===== src/rtl/shift_rotate_unit.sv =====
module shift_rotate_unit #(
  parameter int WIDTH        = 6,
  parameter int AMT_W        = 4,
  parameter bit REGISTER_OUT = 1'b1
) (
  input  logic             clk,
  input  logic             rst,
  input  logic             in_valid,
  input  logic [WIDTH-1:0] data_in,
  input  logic [AMT_W-1:0] amount,
  input  logic [2:0]       op,
  output logic [WIDTH-1:0] data_out,
  output logic             out_valid
);

  typedef enum logic [2:0] {
    OP_LSL = 3'b000,
    OP_LSR = 3'b001,
    OP_ASL = 3'b010,
    OP_ASR = 3'b011,
    OP_ROL = 3'b100,
    OP_ROR = 3'b101
  } op_e;

  localparam logic [WIDTH-1:0] ONES = {WIDTH{1'b1}};

  logic [AMT_W-1:0] rot;
  logic [WIDTH-1:0] low_fill;
  logic [WIDTH-1:0] result;

  // Shifts by WIDTH or more give zero in SystemVerilog, so no separate saturation path is needed.
  assign rot      = AMT_W'(32'(amount) % WIDTH);
  assign low_fill = ~(ONES << amount);

  always_comb begin
    case (op)
      OP_LSL:  result = data_in << amount;
      OP_LSR:  result = data_in >> amount;
      OP_ASL:  result = (data_in << amount) | (data_in[0] ? low_fill : '0);
      OP_ASR:  result = WIDTH'($signed(data_in) >>> amount);
      OP_ROL:  result = (data_in << rot) | (data_in >> (WIDTH - int'(rot)));
      OP_ROR:  result = (data_in >> rot) | (data_in << (WIDTH - int'(rot)));
      default: result = data_in;
    endcase
  end

  generate
    if (REGISTER_OUT) begin : g_reg
      logic [WIDTH-1:0] q;
      logic             v;
      always_ff @(posedge clk) begin
        if (rst) begin
          q <= '0;
          v <= 1'b0;
        end else begin
          v <= in_valid;
          if (in_valid) q <= result;
        end
      end
      assign data_out  = q;
      assign out_valid = v;
    end else begin : g_comb
      assign data_out  = result;
      assign out_valid = in_valid;
    end
  endgenerate

endmodule


===== config.mk =====
export PLATFORM = sky130hd
export DESIGN_NAME = shift_rotate_unit
export DESIGN_NICKNAME = d
export VERILOG_FILES = /design/src/rtl/shift_rotate_unit.sv
export SDC_FILE = /design/constraint.sdc
export NUM_CORES = 1
export LEC_CHECK = 0
export BUFFER_PORTS_ARGS = -buffer_cell sky130_fd_sc_hd__buf_2
export CAP_MARGIN = 0
export CORE_UTILIZATION = 56
export DETAILED_ROUTE_END_ITERATION = 8
export MAX_ROUTING_LAYER = met4
export PLACE_DENSITY = 0.75
export SLEW_MARGIN = 15
export SYNTH_ARGS = -nofsm -noshare
export SYNTH_HDL_FRONTEND = slang
export SYNTH_SLANG_ARGS = --single-unit

===== constraint.sdc =====
create_clock -name clk -period 5.4 [get_ports clk]
set_input_delay 0.27 -clock clk [delete_from_list [all_inputs] [get_ports clk]]
set_output_delay 0.27 -clock clk [all_outputs]
set_load 0.02 [all_outputs]

[After elaboration in Yosys (flattened, before gate mapping)]
Index checks and enable logic that the tools add are counted.
Word-level totals
  flip-flop bits (word level): 7
  input port bits: 16
  output and inout bits: 7
  logic and storage cells: 24
Operators by class
  add/sub/neg operators: 1
  div/mod/pow operators: 1
  equal/unequal tests: 5
  shifts and indexed selects: 8
  mux-type cells: 2
  bitwise logic cells: 4
  reductions and logical operators: 1
Operators by type and width (count)
  $pmux W6 S6: 1
  $mod A4 B3 Y32 const B: 1
  $shl A6 B32 Y6: 1
  $shr A6 B32 Y6: 1
  $or A6 B6 Y6: 3
  $shl A6 B4 Y6: 2
  $shr A6 B4 Y6: 2
  $eq A3 B2 Y1 const B: 2
  $eq A3 B3 Y1 const B: 2
  $mux W6: 1
  $not A6 Y6: 1
  $shl A6 B4 Y6 const A: 1
  $sshr A6 B4 Y6: 1
  $sub A3 B4 Y5 const A: 1
  $eq A3 B1 Y1 const B: 1
  $logic_not A3 Y1: 1

[Logic depth before layout (Yosys ltp)]
  depth in word-level cells: 5
  mapped depth: 18
  mapped depth without buffers: 16

[Least setup slack after synthesis]
OpenSTA, ideal clock, no wires.
  kind: input to register
  from: in amount[3]
  to: reg g_reg.q[1], in the netlist data_out[1]
  library setup time: 125 ps
  arrival: 3078 ps
  data required time: 5275 ps
  slack: 2197 ps
  stages: 18
  cell sequence: nand2b_1 inv_2 ha_1 inv_1 ha_1 buf_2 xor2_1 or2_1 inv_2 ha_1 clkbuf_1 inv_1 o211a_1 nor4b_4 nor2_2 a211o_1 a211oi_1 a21oi_1
On the way
  longest elaborated chain between the ends: 5
  elaborated cells on any way between the ends: 16
  those cells by class: add/sub: 1; div: 1; shift: 8; mux: 2; bitwise: 4
Ends and longest elaborated chain
  start, declared: RTL line 10  | input logic [AMT_W-1:0] amount,
  $mod A4 B3 Y32 or $shl A6 B4 Y6 (tied branches): RTL line 32, 33
  $sub A3 B4 Y5 or $not A6 Y6 (tied branches): RTL line 41, 42, 33
  $shl A6 B32 Y6 (tied with other cells): RTL line 42  | OP_ROR: result = (data_in >> rot) | (data_in << (WIDTH - int'(rot)));
  $or A6 B6 Y6, on equally long branches: RTL line 42, 39, 41
  $pmux W6 S6 *: RTL line 36  | case (op)
  end signal, assigned: RTL line 57  | if (in_valid) q <= result;
  end, declared: RTL line 49  | logic [WIDTH-1:0] q;
Mark *: on every way between the ends. The rest lies on a longest branch, timed or not.
A chain may end at the register's enable or synchronous reset.

[Worst setup path in the final report]
  from: in amount[3]
  to: reg g_reg.q[5], in the netlist data_out[5]
The elaborated chain is that of the path after synthesis.

==> flow_summary.toml <==
[global_routing]
grt-ovfl-total = 0
antenna_found_initial = 0
grt_pass1_vias = 1832
grt_pass1_wl_mm = 9.466
grt_max_degree = 43
grtUsageTotal = 0.3781

[finish]
final_common_cell = "nand2_1"
final_nets = 283
layout-drive-gt1-share = 0.1825
layout_common_cells = "nand2_1 (32), nor2_1 (24), buf_2 (22), o21ai_0 (17), a21oi_1 (15)"
final_area_um2 = 1899
syn_to_final_growth_pct = 4.187
antennaDiodeCount = 0
instances_no_fill = 307

[timing]
worst-slew-pin-transition_ns = 0.8524
drv_slew = 0
setup_viol = 0
fmax_mhz = 274.7
holdWs_ns = 0.2669
finClkSkew_ns = 0
rsz0062_at_grt = "false"
period_needed_ns = 3.640
setup_ws_ns = 1.760
finalCritPeriodShare = 0.6742
max-slew-margin-rel = 0.4155
hold_viol_final = 0
tns_ns = 0

[clock_tree]
cts_resized = 0
cts.clk_slew.worst_paths_ns = 0.05
clock-root-buffer = "clkbuf_4"
cts-hold-fix-buffers = 0
clk_path_buf_depth = 2
cts_htree_levels = 1
clk-insertion-delay-late_ns = 0.27
postCtsSetupRepairBufs = 0
cts_buffers = 3
cts_tree = "built"
clkSinkCount = 7

[power]
powerDensity_nw_per_um2 = 159.7
pwr-share-clk = 0.170
combPwrFrac = 0.638
p_leak_nw = 0.7173
p_int_uw = 153.9
power_switching_uw = 149.5
ir_worst_vdd_v = 0.00006257
swShare = 0.4928
pwr-share-seq = 0.191

[worst_setup_path]
arrival_ns = 3.83
regToRegStartpoint = "data_out[3]$_SDFFE_PP0P_"
crit_path_end_kind = "register"
worstSetupStartpointType = "input port"
cp.required_ns = 5.59
crit_path_end = "data_out[5]$_SDFFE_PP0P_"
r2r-end = "data_out[3]$_SDFFE_PP0P_"
reg2regPathDepth = 4
worstSetupStartpoint = "amount[3]"
path_class = "in2reg"
crit_path_max_fanout = 14
worst-r2r-setup-slack_ns = 3.91

[place]
post-place-ws_ns = 1.587
gp_congestion = 1.010
io_buffers = 22
hpwl_mm = 4.326
dp.cells = 303
placed_area_um2 = 1873

[detailed_routing]
drtIter0Drc = 273
firstDrtPassIters = 5
drt_drc_violations_left = 0
wire_per_inst_um = 19.41
dr_total_vias = 2148
routed_wl_mm = 5.958
drtAntennaViolNets = 0
vias_per_cell = 6.997

[synthesis]
synth_compound_area_frac = 0.3686
synth_edf_count = 0
synthFlopType = "dfxtp_1"
ys_seq_area_frac = 0.07687
syn-mean-instance-area_um2 = 6.932
postSynthCellCount = 263
synth_nets = 282
ys_types = 64
ys_ff_latch = 7
synth_xor_area_frac = 0.009609
synth-adder-area-share = 0.02059
synthSimpleGateAreaFrac = 0.3191
ys_async_sr_fraction = 0
synth_top_family_by_area = "compound AO/OA/AOI/OAI gates"
yosysWarnings = 0
synthMuxAreaShare = 0.1194
netlist_area_um2 = 1823

[hold_path]
hold_class = "in2reg"
hold_path.startpoint = "rst"

[flow_run]
drv_cap = 0

[floorplan]
die_w_um = 59.06
die_area_um2 = 3487
initial_core_util = 0.5923
num_rows = 20
pin_count = 23
core_area_um2 = 3078
die_y_um = 59.06

[run_status]
status = "completed"
==> cell usage after synthesis, types with 3 or more instances <==
master     instances  area share
o21ai_0           17       0.047
mux4_2             5       0.062
nand2_1           32       0.066
mux2i_1            6       0.033
nand3_1            4       0.011
or3_1              3       0.010
a311oi_1           5       0.024
buf_2             11       0.030
nor2b_1            4       0.014
inv_1              9       0.019
a211oi_1           4       0.016
clkbuf_1          14       0.029
o2111ai_1          5       0.024
nand2b_1          10       0.034
a22oi_1            6       0.025
nor2_1            24       0.049
o32ai_1            3       0.014
o221ai_1           3       0.014
mux2_2             4       0.025
a21oi_1           15       0.041
nor3_1            11       0.030
dfxtp_1            7       0.077
ha_1               3       0.021
a31oi_1            3       0.010
a32oi_1            3       0.014
==> routing by layer <==
| metal | part of all wire | vias to the layer above | GRT usage |
|---|---|---|---|
| met5 | 0 | - | - |
| met4 | 0.026 | 0 | 0.1361 |
| met3 | 0.11 | 16 | 0.05459 |
| met2 | 0.45 | 148 | 0.5487 |
| met1 | 0.42 | 974 | 0.5307 |
| li1 | - | 1010 | - |
==> state kept, by name, summed over array words and instances, names as in the netlist <==
signal	count
data_out	6
out_valid	1
==> kinds of logic after synthesis <==
logic type,after synthesis
AND/OR/NAND/NOR,110
AO/OA/AOI/OAI,89
buffers and inverters,37
multiplexers,15
flip-flops,7
adder cells (fa/ha/maj),3
XOR/XNOR,2
==> how the worst min path moves through the flow <==
stage | cells after the start | endpoint
2_1_floorplan | 1 | data_out[3]$_SDFFE_PP0P_
3_3_place_gp | 2 | data_out[2]$_SDFFE_PP0P_
3_5_place_dp | 2 | data_out[2]$_SDFFE_PP0P_
4_1_cts | 2 | data_out[3]$_SDFFE_PP0P_
5_1_grt | 2 | data_out[3]$_SDFFE_PP0P_
6_report | 2 | data_out[3]$_SDFFE_PP0P_
==> through the flow <==
stage | total power [mW] | utilization
4_1_cts | 0.2994 | 0.6171
3_3_place_gp | 0.2490 | 0.6085
5_1_grt | 0.3244 | 0.6171
2_1_floorplan | 0.2064 | -
3_5_place_dp | 0.2467 | 0.6085
6_report | 0.3034 | 0.6171
==> power groups by stage <==
stage | sequential, mW | combinational, mW | clock [mW]
finish | 0.0581 | 0.194 | 0.0516
global placement | 0.0590 | 0.190 | 0
floorplan | 0.0631 | 0.143 | 0
detailed placement | 0.0589 | 0.188 | 0
CTS | 0.0579 | 0.189 | 0.0529
global route | 0.0583 | 0.210 | 0.0564
==> critical path, cell delays in order <==
cell and delay (ns):
buf_2 0.21, nand2b_1 0.20, inv_2 0.08, ha_1 0.18, inv_1 0.05, ha_1 0.34
xor2_1 0.10, or2_1 0.37, inv_2 0.22, ha_1 0.33, inv_1 0.18, o211a_1 0.19
nor4b_4 0.40, a22oi_1 0.15, a2111o_1 0.32, a211oi_2 0.21
==> final cells by class <==
cell class / count / area (um^2)
flip-flops and latches: 7 / 140.1
repair buffers: 22 / 110.1
fillers: 300 / 1179
clock buffers: 4 / 26.28
inverters: 11 / 41.29
well taps: 44 / 55.05
multi-input cells: 219 / 1526
No activity file was read; power rests on OpenSTA's default activity.
